===== config.mk =====
export PLATFORM = sky130hd
export DESIGN_NAME = bus_cmd_gen
export DESIGN_NICKNAME = d
export VERILOG_FILES = /design/src/rtl/bcg_pkg.sv /design/src/rtl/bcg_cycle_tracker.sv /design/src/rtl/bcg_strobe_gen.sv /design/src/rtl/bcg_aux_enable.sv /design/src/rtl/bus_cmd_gen.sv
export SDC_FILE = /design/constraint.sdc
export NUM_CORES = 1
export LEC_CHECK = 0
export BUFFER_PORTS_ARGS = -buffer_cell sky130_fd_sc_hd__buf_4
export CAP_MARGIN = 20
export CORE_MARGIN = 1.5
export CORE_UTILIZATION = 44
export DETAILED_ROUTE_END_ITERATION = 6
export PLACE_DENSITY_LB_ADDON = 0.15
export SLEW_MARGIN = 20
export SYNTH_ARGS = -nofsm -noshare
export SYNTH_HDL_FRONTEND = slang
export SYNTH_SLANG_ARGS = --single-unit

===== constraint.sdc =====
create_clock -name clk -period 1.7 [get_ports clk]
set_input_delay 0.17 -clock clk [delete_from_list [all_inputs] [get_ports clk]]
set_output_delay 0.17 -clock clk [all_outputs]
set_load 0.1 [all_outputs]

===== src/rtl/bcg_pkg.sv =====
package bcg_pkg;

  typedef enum logic [2:0] {
    ST_INTA    = 3'b000,
    ST_IO_RD   = 3'b001,
    ST_IO_WR   = 3'b010,
    ST_HALT    = 3'b011,
    ST_FETCH   = 3'b100,
    ST_MEM_RD  = 3'b101,
    ST_MEM_WR  = 3'b110,
    ST_PASSIVE = 3'b111
  } bus_code_e;

  localparam int unsigned NUM_CMDS = 7;

  typedef struct packed {
    logic mem_rd;
    logic mem_wr;
    logic mem_wr_early;
    logic io_rd;
    logic io_wr;
    logic io_wr_early;
    logic irq_ack;
  } cmd_set_t;

  function automatic logic is_receive(input bus_code_e c);
    return (c == ST_INTA) || (c == ST_IO_RD) || (c == ST_FETCH) || (c == ST_MEM_RD);
  endfunction

  function automatic logic is_io_xfer(input bus_code_e c);
    return (c == ST_IO_RD) || (c == ST_IO_WR);
  endfunction

endpackage


===== src/rtl/bcg_cycle_tracker.sv =====
module bcg_cycle_tracker
  import bcg_pkg::*;
#(
  parameter int unsigned CMD_CYCLES = 2,
  localparam int unsigned LAST_PHASE = CMD_CYCLES + 3,
  localparam int unsigned CNT_W = $clog2(LAST_PHASE + 1)
) (
  input  logic             clk,
  input  logic             rst_n,
  input  logic [2:0]       status_i,
  output logic [CNT_W-1:0] phase_o,
  output bus_code_e        code_o
);

  localparam logic [CNT_W-1:0] PH_IDLE = CNT_W'(0);
  localparam logic [CNT_W-1:0] PH_T1   = CNT_W'(1);
  localparam logic [CNT_W-1:0] PH_DONE = CNT_W'(LAST_PHASE);

  bus_code_e        prev_q;
  bus_code_e        code_q;
  logic [CNT_W-1:0] phase_q;
  bus_code_e        status_c;

  assign status_c = bus_code_e'(status_i);

  always_ff @(posedge clk or negedge rst_n) begin
    if (!rst_n) begin
      prev_q  <= ST_PASSIVE;
      code_q  <= ST_PASSIVE;
      phase_q <= PH_IDLE;
    end else begin
      prev_q <= status_c;
      if (status_c == ST_PASSIVE) begin
        phase_q <= PH_IDLE;
      end else if (phase_q == PH_IDLE) begin
        if (prev_q == ST_PASSIVE) begin
          phase_q <= PH_T1;
          code_q  <= status_c;
        end
      end else if (phase_q != PH_DONE) begin
        phase_q <= phase_q + CNT_W'(1);
      end
    end
  end

  assign phase_o = phase_q;
  assign code_o  = code_q;

  AST_START_FROM_PASSIVE: assert property (@(posedge clk) disable iff (!rst_n)
    (phase_q == PH_T1) |-> ($past(prev_q) == ST_PASSIVE));

  AST_PASSIVE_ENDS: assert property (@(posedge clk) disable iff (!rst_n)
    (status_c == ST_PASSIVE) |=> (phase_q == PH_IDLE));

endmodule


===== src/rtl/bcg_strobe_gen.sv =====
module bcg_strobe_gen
  import bcg_pkg::*;
#(
  parameter int unsigned CMD_CYCLES = 2,
  parameter int unsigned WR_DELAY   = 1,
  localparam int unsigned LAST_PHASE = CMD_CYCLES + 3,
  localparam int unsigned CNT_W = $clog2(LAST_PHASE + 1)
) (
  input  logic             clk,
  input  logic             rst_n,
  input  logic [CNT_W-1:0] phase_i,
  input  bus_code_e        code_i,
  output cmd_set_t         cmd_o,
  output logic             ale_o,
  output logic             den_o,
  output logic             dir_tx_o
);

  localparam logic [CNT_W-1:0] PH_T1    = CNT_W'(1);
  localparam logic [CNT_W-1:0] PH_WIN_A = CNT_W'(2);
  localparam logic [CNT_W-1:0] PH_WIN_B = CNT_W'(CMD_CYCLES + 1);
  localparam logic [CNT_W-1:0] PH_LATE  = CNT_W'(2 + WR_DELAY);
  localparam logic [CNT_W-1:0] PH_T4    = CNT_W'(CMD_CYCLES + 2);

  logic win, late, active;

  assign win    = (phase_i >= PH_WIN_A) && (phase_i <= PH_WIN_B);
  assign late   = (phase_i >= PH_LATE)  && (phase_i <= PH_WIN_B);
  assign active = (phase_i >= PH_T1)    && (phase_i <= PH_T4);

  always_comb begin
    cmd_o = '0;
    unique case (code_i)
      ST_INTA:   cmd_o.irq_ack = win;
      ST_IO_RD:  cmd_o.io_rd   = win;
      ST_IO_WR: begin
        cmd_o.io_wr_early = win;
        cmd_o.io_wr       = late;
      end
      ST_FETCH,
      ST_MEM_RD: cmd_o.mem_rd  = win;
      ST_MEM_WR: begin
        cmd_o.mem_wr_early = win;
        cmd_o.mem_wr       = late;
      end
      default: cmd_o = '0;
    endcase
  end

  assign ale_o    = (phase_i == PH_T1);
  assign den_o    = win && (code_i != ST_HALT);
  assign dir_tx_o = !(active && is_receive(code_i));

  AST_ONE_CLASS: assert property (@(posedge clk) disable iff (!rst_n)
    $countones({cmd_o.mem_rd, cmd_o.mem_wr_early, cmd_o.io_rd,
                cmd_o.io_wr_early, cmd_o.irq_ack}) <= 1);

  AST_WR_AFTER_EARLY: assert property (@(posedge clk) disable iff (!rst_n)
    $rose(cmd_o.mem_wr) |-> $past(cmd_o.mem_wr_early));

  AST_HALT_QUIET: assert property (@(posedge clk) disable iff (!rst_n)
    (code_i == ST_HALT) |-> (!den_o && (cmd_o == '0)));

endmodule


===== src/rtl/bcg_aux_enable.sv =====
module bcg_aux_enable
  import bcg_pkg::*;
(
  input  logic      iob_i,
  input  logic      ale_i,
  input  logic      den_i,
  input  bus_code_e code_i,
  output logic      aux_o
);

  always_comb begin
    if (iob_i) aux_o = den_i && is_io_xfer(code_i);
    else       aux_o = ale_i && (code_i == ST_INTA);
  end

endmodule


===== src/rtl/bus_cmd_gen.sv =====
module bus_cmd_gen
  import bcg_pkg::*;
#(
  parameter int unsigned CMD_CYCLES = 2,
  parameter int unsigned WR_DELAY   = 1,
  localparam int unsigned LAST_PHASE = CMD_CYCLES + 3,
  localparam int unsigned CNT_W = $clog2(LAST_PHASE + 1)
) (
  input  logic       clk,
  input  logic       rst_n,
  input  logic [2:0] bus_status_i,
  input  logic       aen_n_i,
  input  logic       cen_i,
  input  logic       iob_i,
  output logic       mem_rd_o,
  output logic       mem_wr_o,
  output logic       mem_wr_early_o,
  output logic       io_rd_o,
  output logic       io_wr_o,
  output logic       io_wr_early_o,
  output logic       irq_ack_o,
  output logic       addr_latch_o,
  output logic       data_en_o,
  output logic       dir_tx_o,
  output logic       casc_pden_o
);

  logic [CNT_W-1:0]    phase;
  bus_code_e           code;
  cmd_set_t            raw_cmd;
  logic [NUM_CMDS-1:0] raw_vec, gated_vec;
  logic                cmd_allow;

  bcg_cycle_tracker #(.CMD_CYCLES(CMD_CYCLES)) u_track (
    .clk(clk), .rst_n(rst_n), .status_i(bus_status_i),
    .phase_o(phase), .code_o(code)
  );

  bcg_strobe_gen #(.CMD_CYCLES(CMD_CYCLES), .WR_DELAY(WR_DELAY)) u_strobe (
    .clk(clk), .rst_n(rst_n), .phase_i(phase), .code_i(code),
    .cmd_o(raw_cmd), .ale_o(addr_latch_o), .den_o(data_en_o), .dir_tx_o(dir_tx_o)
  );

  bcg_aux_enable u_aux (
    .iob_i(iob_i), .ale_i(addr_latch_o), .den_i(data_en_o),
    .code_i(code), .aux_o(casc_pden_o)
  );

  assign cmd_allow = !aen_n_i && cen_i;
  assign raw_vec   = raw_cmd;

  for (genvar i = 0; i < NUM_CMDS; i++) begin : g_gate
    assign gated_vec[i] = raw_vec[i] & cmd_allow;
  end

  assign {mem_rd_o, mem_wr_o, mem_wr_early_o, io_rd_o,
          io_wr_o, io_wr_early_o, irq_ack_o} = gated_vec;

  AST_BLOCKED_QUIET: assert property (@(posedge clk) disable iff (!rst_n)
    (aen_n_i || !cen_i) |-> !(mem_rd_o || mem_wr_o || mem_wr_early_o || io_rd_o ||
                              io_wr_o || io_wr_early_o || irq_ack_o));

  AST_READ_RECEIVES: assert property (@(posedge clk) disable iff (!rst_n)
    (mem_rd_o || io_rd_o || irq_ack_o) |-> !dir_tx_o);

  AST_ALE_SINGLE: assert property (@(posedge clk) disable iff (!rst_n)
    addr_latch_o |=> !addr_latch_o);

endmodule


==> results of run 1 <==
==> cells by family after synthesis <==
| logic type | count (synthesis) |
|---|---|
| mux | 3 |
| simple gates | 27 |
| fa+ha+maj | 5 |
| flops | 9 |
| buf+inv | 5 |
| compound gates | 11 |
==> metrics by stage <==
stage	setup TNS (ns)	setup slack [ns]	area, µm²
2_1_floorplan	-3.59	-0.639	768
3_5_place_dp	-0.866	-0.248	1000
3_3_place_gp	-0.665	-0.197	1000
4_1_cts	-3.26	-0.441	1190
==> Yosys cell counts, types with 2 or more instances <==
library cell  n  area share
nor3b_2       2       0.040
a21oi_1       3       0.024
mux2_2        2       0.036
o21ai_0       2       0.016
dfrtp_1       3        0.12
nor4b_1       3       0.042
inv_1         4       0.024
nand2_1       3       0.018
nand2b_1      2       0.020
nor2_1        6       0.036
nand3b_1      2       0.024
ha_1          5        0.10
and3_1        2       0.020
dfstp_2       6        0.25
==> timing repair <==
action	CTS
pin swaps	5
endpoints found under the hold margin	9
resized for setup	32
setup buffers	2
hold buffers	1
setup endpoints to repair	13
==> out/qor.txt, run 1 <==
Mapped Area = 627 µm²
simple-gate share of the synthesized area = 0.299
Syn Area/Cell = 10.4 µm²
Compound-Gate Fraction of Synth Area = 0.136
worst_ep grt = io_rd_o
yosys warns = 0
Ports = 19
Post-Synth Adder-Cell Area = 0.0998
Mapped Nets = 73
register bit total from synthesis = 9
EDFF count, synth = 0
mux contribution to synthesized area = 0.0519
Worst-path end type = primary output
Log Error = [ERROR DPL-0038] Utilization greater than 100%, impossible to legalize
CTS H-tree lvls = 1
largest net degree at the start of global routing = 10
Fail Step = global routing (5_1_grt)
Synth Area in XOR/XNOR = 0
CTS Root Cell = clkbuf_4
die height = 40.7 µm
largest family of logic cells by synthesized area = simple AND/OR/NAND/NOR gates
register area share after synthesis = 0.371
total CTS buffers = 3
Initial Util = 0.476
HPWL after DPL = 1250 µm
Chip Width = 40.7 µm
status = aborted with a tool error
Mapped Cells = 60
CTS Sinks = 9
row cnt = 13
prevailing post-synth register cell = dfstp_2
clock tree buffer depth = 2
ys async rst share = 1.00
Placed Instances = 104
Synth cell types = 29
IO Port Bufs = 18
Final Wtd Congestion = 0.747
==> run 2: changes to the inputs <==
--- a/config.mk
+++ b/config.mk
@@ -7,9 +7,9 @@
 export LEC_CHECK = 0
 export BUFFER_PORTS_ARGS = -buffer_cell sky130_fd_sc_hd__buf_4
 export CAP_MARGIN = 20
-export CORE_MARGIN = 1.5
-export CORE_UTILIZATION = 44
+export CORE_AREA = 2 2 63 65
 export DETAILED_ROUTE_END_ITERATION = 6
+export DIE_AREA = 0 0 65 67
 export PLACE_DENSITY_LB_ADDON = 0.15
 export SLEW_MARGIN = 20
 export SYNTH_ARGS = -nofsm -noshare
==> constraint.sdc (replaced) <==
create_clock -name clk -period 2.2 [get_ports clk]
set_input_delay 0.22 -clock clk [delete_from_list [all_inputs] [get_ports clk]]
set_output_delay 0.22 -clock clk [all_outputs]
set_load 0.1 [all_outputs]
==> run 2 against run 1 <==
  * The run now ends clean
  * Synthesized cell count did not move
  * Synthesized area unchanged
==> out/qor.txt, run 2 <==
status = finished, final reports clean
total CTS buffers = 3 (unchanged)
HPWL after DPL = 1190 µm (-4.5%)
CP cell instances = inv_2 -> ha_1 -> o32ai_2 -> buf_4 -> a21oi_1 -> o21a_2 -> buf_4
CTS H-tree lvls = 1 (unchanged)
register area share after synthesis = 0.371 (unchanged)
worst-path cell with the longest stage delay = dfrtp_2
ys async rst share = 1.00 (unchanged)
final period utilization = 0.963
Synth cell types = 29 (unchanged)
Routed WL = 1550 µm
worst endpoint required time = 1.98 ns
Mapped Area = 627 µm² (unchanged)
CTS Sinks = 9 (unchanged)
most frequent cells in the layout = buf_4, dfstp_2, nor2_1
die area = 4360 µm²
critical path fanouts, max = 5
Area growth, synth to finish = 63.1%
Hold Violations, Final = 0
NumNets Final = 101
GRT met3 Usage = 0.0186
met1 Track Usage GR = 0.0939
setup violators final = 0
kind of critical path = register to primary output
post-synth top area share = 0.251 (unchanged)
Via Count = 535
register bit total from synthesis = 9 (unchanged)
Crit path arrival time = 1.90 ns
IO Port Bufs = 18 (unchanged)
core area = 3610 µm²
Max Cap Violations = 0
Top Family by Delay on Critical Path = compound AO/OA/AOI/OAI gates
prevailing post-synth register cell = dfstp_2
Final Max Slew Viols = 0
EDFF count, synth = 0 (unchanged)
dominant cells by area after synthesis = dfstp_2, dfrtp_1, ha_1
Layout Utilization = 0.283
Reg clk slew, reported paths = 0.04 ns
Worst Path Buf+Inv = 3
Mapped Nets = 73 (unchanged)
row cnt = 22 (+9)
Fmax = 472 MHz
fillers = 394
CTS Root Cell = clkbuf_8
clock tree buffer depth = 2 (unchanged)
share of layout cells above drive strength 1 = 0.621
Tightest Pin Transition = 0.331 ns
leading cell type in the layout, fill and taps excluded = buf_4
vias per cell = 3.96
Final Wtd Congestion = 0.714 (-4.4%)
synth cell count leaders = dfstp_2, nor2_1, ha_1, inv_1
Chip Width = 65 µm (+60%)
Final Skew = 0.00237 ns
Skew-Pair Late Insertion Delay = 0.23 ns
drt first pass iters = 3
Antenna Nets Post-Route = 0
RSZ-0062 raised after global routing = no
Initial Util = 0.174 (-0.302)
gr usage total = 0.0762
vias in the first global route = 520
GRT overflow = 0
Largest stage delay, worst path = 0.43 ns
Synth area leader = dfstp_2
Placed Instances = 127 (+22%)
busiest grt layer = met2
Rel. slew slack = 0.779
Ports = 19 (unchanged)
DRC viols = 0
Final Non-Filler Cells = 135
fin crit period = 2.12 ns
CTS tree = done
Syn Area/Cell = 10.4 µm² (unchanged)
die height = 67 µm (+64%)
routed len/inst = 11.5 µm
CP Capture Type = primary output
initial antenna violation count = 0
met2 Resource Use GR = 0.119
largest net degree at the start of global routing = 10
Setup crit start kind = register
# diodes = 0
yosys warns = 0 (unchanged)
Crit path top cell by count = buf_4
Mapped Cells = 60 (unchanged)
DR iter-0 viols = 20
Worst Hold Class = input pin to register
first-pass GRT wire length = 2480 µm
## run 2: cell counts after synthesis
No cell type changed its count.
## run 2: worst reg2reg max path, cell delays in order, from the launching register on
cell and delay [ns]:
dfrtp_2 0.45, inv_2 0.09, ha_1 0.22, nand2b_4 0.08, nor3b_2 0.30, mux2_2 0.38
## run 2: logic make-up (layout without fill, tap and decap cells)
| logic type | count (synthesis) | count (layout) | synth area share |
|---|---|---|---|
| and+or+nand+nor | 27 | 27 | 0.299 |
| buffers and inverters | 5 | 32 | 0.0419 |
| AOI/OAI and AO/OA | 11 | 11 | 0.136 |
| muxes | 3 | 3 | 0.0519 |
| adders and majority gates | 5 | 5 | 0.0998 |
| DFF | 9 | 9 | 0.371 |
## run 2: cell type report
| type | instances | area (µm²) | area share |
|---|---|---|---|
| Multi-Input combinational cell | 46 | 455 | 0.446 |
| Sequential cell | 9 | 235 | 0.230 |
| Timing Repair Buffer | 24 | 211 | 0.207 |
| Tap cell | 48 | 60.1 | 0.0588 |
| Clock buffer | 4 | 45.0 | 0.0441 |
| Inverter | 4 | 15.0 | 0.0147 |
## run 2: what timing repair did
action | CTS | global route
hold endpoints to repair | 3 | 0
resized for setup | 5 | 7
setup buffers | 3 | 0
pin swaps | 0 | 4
hold buffers | 1 | 0
setup endpoints to repair | 2 | 2
## run 2: layer usage
| layer | vias to the layer above | share of wire | wire [µm] |
|---|---|---|---|
| met2 | 14 | 0.48 | 745 |
| li1 | 268 | - | - |
| met5 | - | 0 | 0 |
| met3 | 2 | 0.066 | 102 |
| met4 | 0 | 0.0052 | 8 |
| met1 | 251 | 0.45 | 691 |
## run 2: path summary, 6_finish.rpt
check	cells after the start	startpoint	endpoint	slack [ns]
min	1	bus_status_i[0]	u_track.prev_q[0]$_DFF_PN1_	0.11
min reg2reg	2	u_track.phase_o[0]$_DFFE_PN0P_	u_track.phase_o[0]$_DFFE_PN0P_	0.64
max reg2reg	5	u_track.phase_o[0]$_DFFE_PN0P_	u_track.code_o[1]$_DFFE_PN1P_	0.61
min in group asynchronous	2	rst_n	u_track.phase_o[1]$_DFFE_PN0P_	0.35
max in group asynchronous	2	rst_n	u_track.prev_q[1]$_DFF_PN1_	1.63
max	7	u_track.phase_o[0]$_DFFE_PN0P_	casc_pden_o	0.08
## run 2: per-stage QoR
stage          area (µm²)  hold WS (ns)  setup slack (ns)  setup TNS, ns
6_report             1020         0.113            0.0824              0
5_1_grt              1020        0.0984           0.00148              0
4_1_cts               988         0.105            0.0498              0
3_5_place_dp          891        0.0507             0.179              0
3_3_place_gp          891        0.0523             0.198              0
2_1_floorplan         692       -0.0756            -0.215         -0.866
Power of run 2 is not shown: default switching activity piles up to over one toggle a cycle in this logic, so the estimate is an artifact.
==> run 3: changes to the inputs <==
--- a/config.mk
+++ b/config.mk
@@ -10,6 +10,7 @@
 export CORE_AREA = 2 2 63 65
 export DETAILED_ROUTE_END_ITERATION = 6
 export DIE_AREA = 0 0 65 67
+export HOLD_SLACK_MARGIN = 0.12
 export PLACE_DENSITY_LB_ADDON = 0.15
 export SLEW_MARGIN = 20
 export SYNTH_ARGS = -nofsm -noshare
==> run 3 against run 2 <==
  * First-iteration DRC count grew 5.0%
  * Clock-buffer cell count did not move
  * Sequential share of layout area down 0.66 points
  * Critical endpoint unchanged
==> out/qor.txt, run 3 (same netlist as run 2, synthesis figures left out) <==
Max Cap Violations = 0 (unchanged)
Via Count = 546 (+2.1%)
core area = 3610 µm² (unchanged)
# diodes = 0 (unchanged)
total CTS buffers = 3 (unchanged)
largest net degree at the start of global routing = 10 (unchanged)
Skew-Pair Late Insertion Delay = 0.23 ns (about the same)
Reg clk slew, reported paths = 0.04 ns (about the same)
Final Skew = 0.00196 ns (-0.000408 ns)
CTS H-tree lvls = 1 (unchanged)
HPWL after DPL = 1190 µm (unchanged)
Ports = 19 (unchanged)
gr usage total = 0.0773 (+0.00107)
CTS Root Cell = clkbuf_8
Worst Hold Class = input pin to asynchronous set/reset pin
initial antenna violation count = 0 (unchanged)
Crit path arrival time = 1.90 ns (about the same)
row cnt = 22 (unchanged)
Area growth, synth to finish = 67.9%
flop2flop setup slack = 0.61 ns (about the same)
routed len/inst = 11.4 µm (-0.66%)
kind of critical path = register to primary output
fin crit period = 2.12 ns (+0.000300 ns)
Setup crit start kind = register
Final Wtd Congestion = 0.714 (unchanged)
share of layout cells above drive strength 1 = 0.600 (-0.0207)
Rel. slew slack = 0.779 (unchanged)
leading cell type in the layout, fill and taps excluded = buf_4
r2r endpoint = u_track.code_o[1]$_DFFE_PN1P_
die area = 4360 µm² (unchanged)
DR iter-0 viols = 21 (+5.0%)
die height = 67 µm (unchanged)
CTS tree = done
first-pass GRT wire length = 2530 µm (+1.7%)
Final TNS setup = 0 ns (unchanged)
worst r2r src = u_track.phase_o[0]$_DFFE_PN0P_
Final Max Slew Viols = 0 (unchanged)
worst endpoint required time = 1.98 ns (about the same)
CTS Sinks = 9 (unchanged)
most frequent cells in the layout = buf_4, dfstp_2, nor2_1
fillers = 391 (-0.76%)
drt first pass iters = 3 (unchanged)
final period utilization = 0.963 (about the same)
Fmax = 472 MHz (about the same)
DRC viols = 0 (unchanged)
CP Capture Type = primary output
NumNets Final = 104 (+3.0%)
GRT overflow = 0 (unchanged)
Tightest Pin Transition = 0.331 ns (unchanged)
critical path fanouts, max = 5 (unchanged)
Chip Width = 65 µm (unchanged)
status = finished, final reports clean
Routed WL = 1570 µm (+1.6%)
Antenna Nets Post-Route = 0 (unchanged)
Initial Util = 0.174 (unchanged)
vias per cell = 3.96 (-0.16%)
vias in the first global route = 538 (+3.5%)
clock tree buffer depth = 2 (unchanged)
Reg2Reg Depth = 5 (unchanged)
Hold Violations, Final = 0 (unchanged)
setup violators final = 0 (unchanged)
IO Port Bufs = 18 (unchanged)
RSZ-0062 raised after global routing = no
-- run 3: cell types whose count changed in the layout (fill, tap and decap cells not counted) --
cell | previous run | this run
dlygate4sd3_1 | 1 | 4
-- run 3: what timing repair did --
| action | in CTS | in global routing |
|---|---|---|
| hold buffers | 4 | 0 |
| pin swaps | 0 | 4 |
| endpoints found under the setup margin | 2 | 2 |
| buffers inserted | 3 | 0 |
| gates cloned | 0 | 0 |
| hold endpoints to repair | 12 | 0 |
| resized for setup | 5 | 7 |
-- run 3: how the worst max path moves through the flow --
stage / endpoint / cells after the start / from
after floorplan: io_rd_o / 5 / u_track.phase_o[1]$_DFFE_PN0P_
after global placement: irq_ack_o / 6 / u_track.phase_o[1]$_DFFE_PN0P_
after detailed placement: irq_ack_o / 6 / u_track.phase_o[1]$_DFFE_PN0P_
after CTS: irq_ack_o / 6 / u_track.phase_o[0]$_DFFE_PN0P_
after global routing: casc_pden_o / 7 / u_track.phase_o[0]$_DFFE_PN0P_
final: casc_pden_o / 7 / u_track.phase_o[0]$_DFFE_PN0P_
-- run 3: cell type report --
class,instances,area (µm²),share of cell area
clock buffer,4,45.0,0.0428
inverter,4,15.0,0.0143
sequential,9,235,0.224
tap,48,60.1,0.0571
timing repair buffer,27,241,0.229
multi-input combinational,46,455,0.433
-- run 3: critical path, cell delays in order (launching register included) --
cell and delay [ns]:
dfrtp_2 0.43, inv_2 0.07, ha_1 0.20, o32ai_2 0.27
buf_4 0.21, a21oi_1 0.05, o21a_2 0.21, buf_4 0.23
-- run 3: metrics by stage --
stage                     utilization  instance area (µm²)  setup slack [ns]  instances  hold WS [ns]
after floorplan                     -                  692            -0.215         60       -0.0756
after global placement          0.247                  891             0.198        127        0.0523
after detailed placement        0.247                  891             0.179        127        0.0507
after CTS                       0.282                 1020            0.0498        138         0.347
after global routing            0.292                 1050           0.00148        138         0.374
final                           0.292                 1050            0.0821        138         0.352
-- run 3: metal layers --
metal,GRT usage,share of wire,up-vias
met5,0,0,-
met4,0.0479,0.0051,0
met3,0.0186,0.063,2
met2,0.122,0.49,14
met1,0.0939,0.45,256
li1,-,-,274
Power of run 3 is left out for the same reason.
==> run 4: changes to the inputs <==
==> constraint.sdc (replaced) <==
create_clock -name clk -period 2.2 [get_ports clk]
set_input_delay 0.22 -clock clk [delete_from_list [all_inputs] [get_ports clk]]
set_output_delay 0.22 -clock clk [all_outputs]
set_load 0.01 [all_outputs]
==> run 4 against run 3 <==
  * Clock-buffer cell count is the same
  * Via count shrank 5.3%
  * Clock skew is essentially flat
  * Sequential share of layout area grew 3.8 points
  * Utilization shrank 4.3 points
  * Hold slack lost 0.0012 ns
  * Fmax grew 2.7%
  * Worst setup slack gained 0.056 ns
==> out/qor.txt, run 4 (same netlist as run 2, synthesis figures left out) <==
# diodes = 0 (unchanged)
Hold Violations, Final = 0 (unchanged)
DR iter-0 viols = 19 (-9.5%)
leading cell type in the layout, fill and taps excluded = buf_4
Layout Utilization = 0.249 (-0.0427)
Antenna Nets Post-Route = 0 (unchanged)
IO Port Bufs = 18 (unchanged)
DP Worst Slack = 0.273 ns (+0.0934 ns)
multi-input logic area = 368 µm² (-19%)
DRC viols = 0 (unchanged)
switching portion of total power = 0.402
CP Capture Type = primary output
worst-path cell with the longest stage delay = dfrtp_2
GRT overflow = 0 (unchanged)
die height = 67 µm (unchanged)
Initial Util = 0.174 (unchanged)
die area = 4360 µm² (unchanged)
power share of the sequential group = 0.339
total CTS buffers = 3 (unchanged)
initial antenna violation count = 0 (unchanged)
vias in the first global route = 541 (+0.56%)
share of layout cells above drive strength 1 = 0.471 (-0.129)
Comb pwr share = 0.498
cell area power density = 1260 nW/µm²
Fmax = 485 MHz (+2.7%)
Crit path top cell by count = ha_1
Clock power frac = 0.164
CTS Sinks = 9 (unchanged)
status = finished, final reports clean
Net Switching = 455 µW
Ports = 19 (unchanged)
worst r2r src = u_track.phase_o[0]$_DFFE_PN0P_
RSZ-0062 raised after global routing = yes
Skew-Pair Late Insertion Delay = 0.23 ns (about the same)
Setup crit start kind = register
HPWL after DPL = 1160 µm (-2.8%)
most frequent cells in the layout = buf_4, nor2_1, dfstp_2
routed len/inst = 11.3 µm (-0.67%)
CTS H-tree lvls = 1 (unchanged)
Reg2Reg Depth = 5 (unchanged)
worst endpoint required time = 1.98 ns (about the same)
NumNets Final = 99 (-4.8%)
Final WS setup = 0.138 ns (+0.0561 ns)
VDD IR max = 0.556 mV
final period utilization = 0.937 (-0.0255)
vias per cell = 3.89 (-1.8%)
Final TNS setup = 0 ns (unchanged)
CTS tree = done
first-pass GRT wire length = 2550 µm (+1.1%)
Final Wtd Congestion = 0.744 (+4.1%)
Placed Instances = 125 (-1.6%)
clock tree buffer depth = 2 (unchanged)
Chip Width = 65 µm (unchanged)
row cnt = 22 (unchanged)
Sequential Area = 235 µm² (unchanged)
fillers = 396 (+1.3%)
setup violators final = 0 (unchanged)
Area growth, synth to finish = 43.3%
Final Max Slew Viols = 0 (unchanged)
drt first pass iters = 2 (-1)
Via Count = 517 (-5.3%)
Routed WL = 1500 µm (-4.3%)
Final Skew = 0.00165 ns (-0.000310 ns)
Largest stage delay, worst path = 0.46 ns (+0.03 ns)
Leak = 0.000385 µW
largest net degree at the start of global routing = 10 (unchanged)
kind of critical path = register to primary output
Worst Hold Class = input pin to asynchronous set/reset pin
Internal Pwr Total = 679 µW
Max Cap Violations = 0 (unchanged)
Rel. slew slack = 0.750 (-0.0292)
flop2flop setup slack = 0.56 ns (-0.05 ns)
gr usage total = 0.0766 (-0.000688)
critical path fanouts, max = 8 (+3)
r2r endpoint = u_track.code_o[1]$_DFFE_PN1P_
worst setup path end = io_rd_o
core area = 3610 µm² (unchanged)
total power = 1130 µW
CP cell instances = ha_1 -> ha_1 -> o32ai_2 -> or3_4 -> nor3b_2 -> buf_4
Final Non-Filler Cells = 133 (-3.6%)
Tightest Pin Transition = 0.376 ns (+0.0441 ns)
Crit. Startpoint = u_track.phase_o[1]$_DFFE_PN0P_
CTS Root Cell = clkbuf_8
Reg clk slew, reported paths = 0.04 ns (about the same)
Crit path arrival time = 1.84 ns (-0.06 ns)
fin crit period = 2.06 ns (-0.0561 ns)
[run 4: cell count changes in the layout (fill, tap and decap cells not counted), sizes merged]
cell / previous run / this run
buf: 23 / 18
[run 4: power groups by stage]
stage                     combinational (µW)  clock (µW)  sequential, µW
after floorplan                          440           0             326
after global placement                   576           0             378
after detailed placement                 567           0             382
after CTS                                577         197             382
after global routing                     640         206             405
final                                    564         185             384
[run 4: cell type report]
cell class / instances / area share
multi-input cells: 46 / 0.409
flip-flops and latches: 9 / 0.262
repair buffers: 22 / 0.195
well taps: 48 / 0.0669
clock buffers: 4 / 0.0501
inverters: 4 / 0.0167
[run 4: metal layers]
| metal | vias up | GRT usage | wire (µm) |
|---|---|---|---|
| li1 | 263 | - | - |
| met1 | 237 | 0.0991 | 733 |
| met2 | 15 | 0.120 | 667 |
| met3 | 2 | 0.0152 | 90 |
| met4 | 0 | 0.0399 | 12 |
| met5 | - | 0 | 0 |
[run 4: worst min-delay path by stage]
stage	start	endpoint	slack, ns	cells past startpoint
2_1_floorplan	rst_n	u_track.phase_o[0]$_DFFE_PN0P_	-0.08	0
3_3_place_gp	rst_n	u_track.phase_o[0]$_DFFE_PN0P_	0.05	1
3_5_place_dp	rst_n	u_track.phase_o[2]$_DFFE_PN0P_	0.05	1
4_1_cts	rst_n	u_track.phase_o[2]$_DFFE_PN0P_	0.35	2
5_1_grt	rst_n	u_track.phase_o[2]$_DFFE_PN0P_	0.37	2
6_report	rst_n	u_track.phase_o[2]$_DFFE_PN0P_	0.35	2
[run 4: worst max-delay path: cells and delay by family (launching register included)]
kind	cells	cell delay, ns
simple gates	2	0.55
flops	1	0.46
fa+ha+maj	2	0.35
buf+inv	1	0.14
compound gates	1	0.11
[run 4: what timing repair did]
| action | CTS | global route |
|---|---|---|
| endpoints found under the hold margin | 12 | 0 |
| hold buffers | 4 | 0 |
| setup endpoints to repair | 0 | 5 |
| resized for setup | 0 | 2 |
| setup buffers | 0 | 0 |
[run 4: through the flow]
step | hold slack [ns] | area (µm²)
after CTS | 0.347 | 896
after detailed placement | 0.0525 | 811
after floorplan | -0.0756 | 627
after global routing | 0.369 | 898
final | 0.351 | 898
after global placement | 0.0532 | 811
No activity file was read; power rests on OpenSTA's default activity.
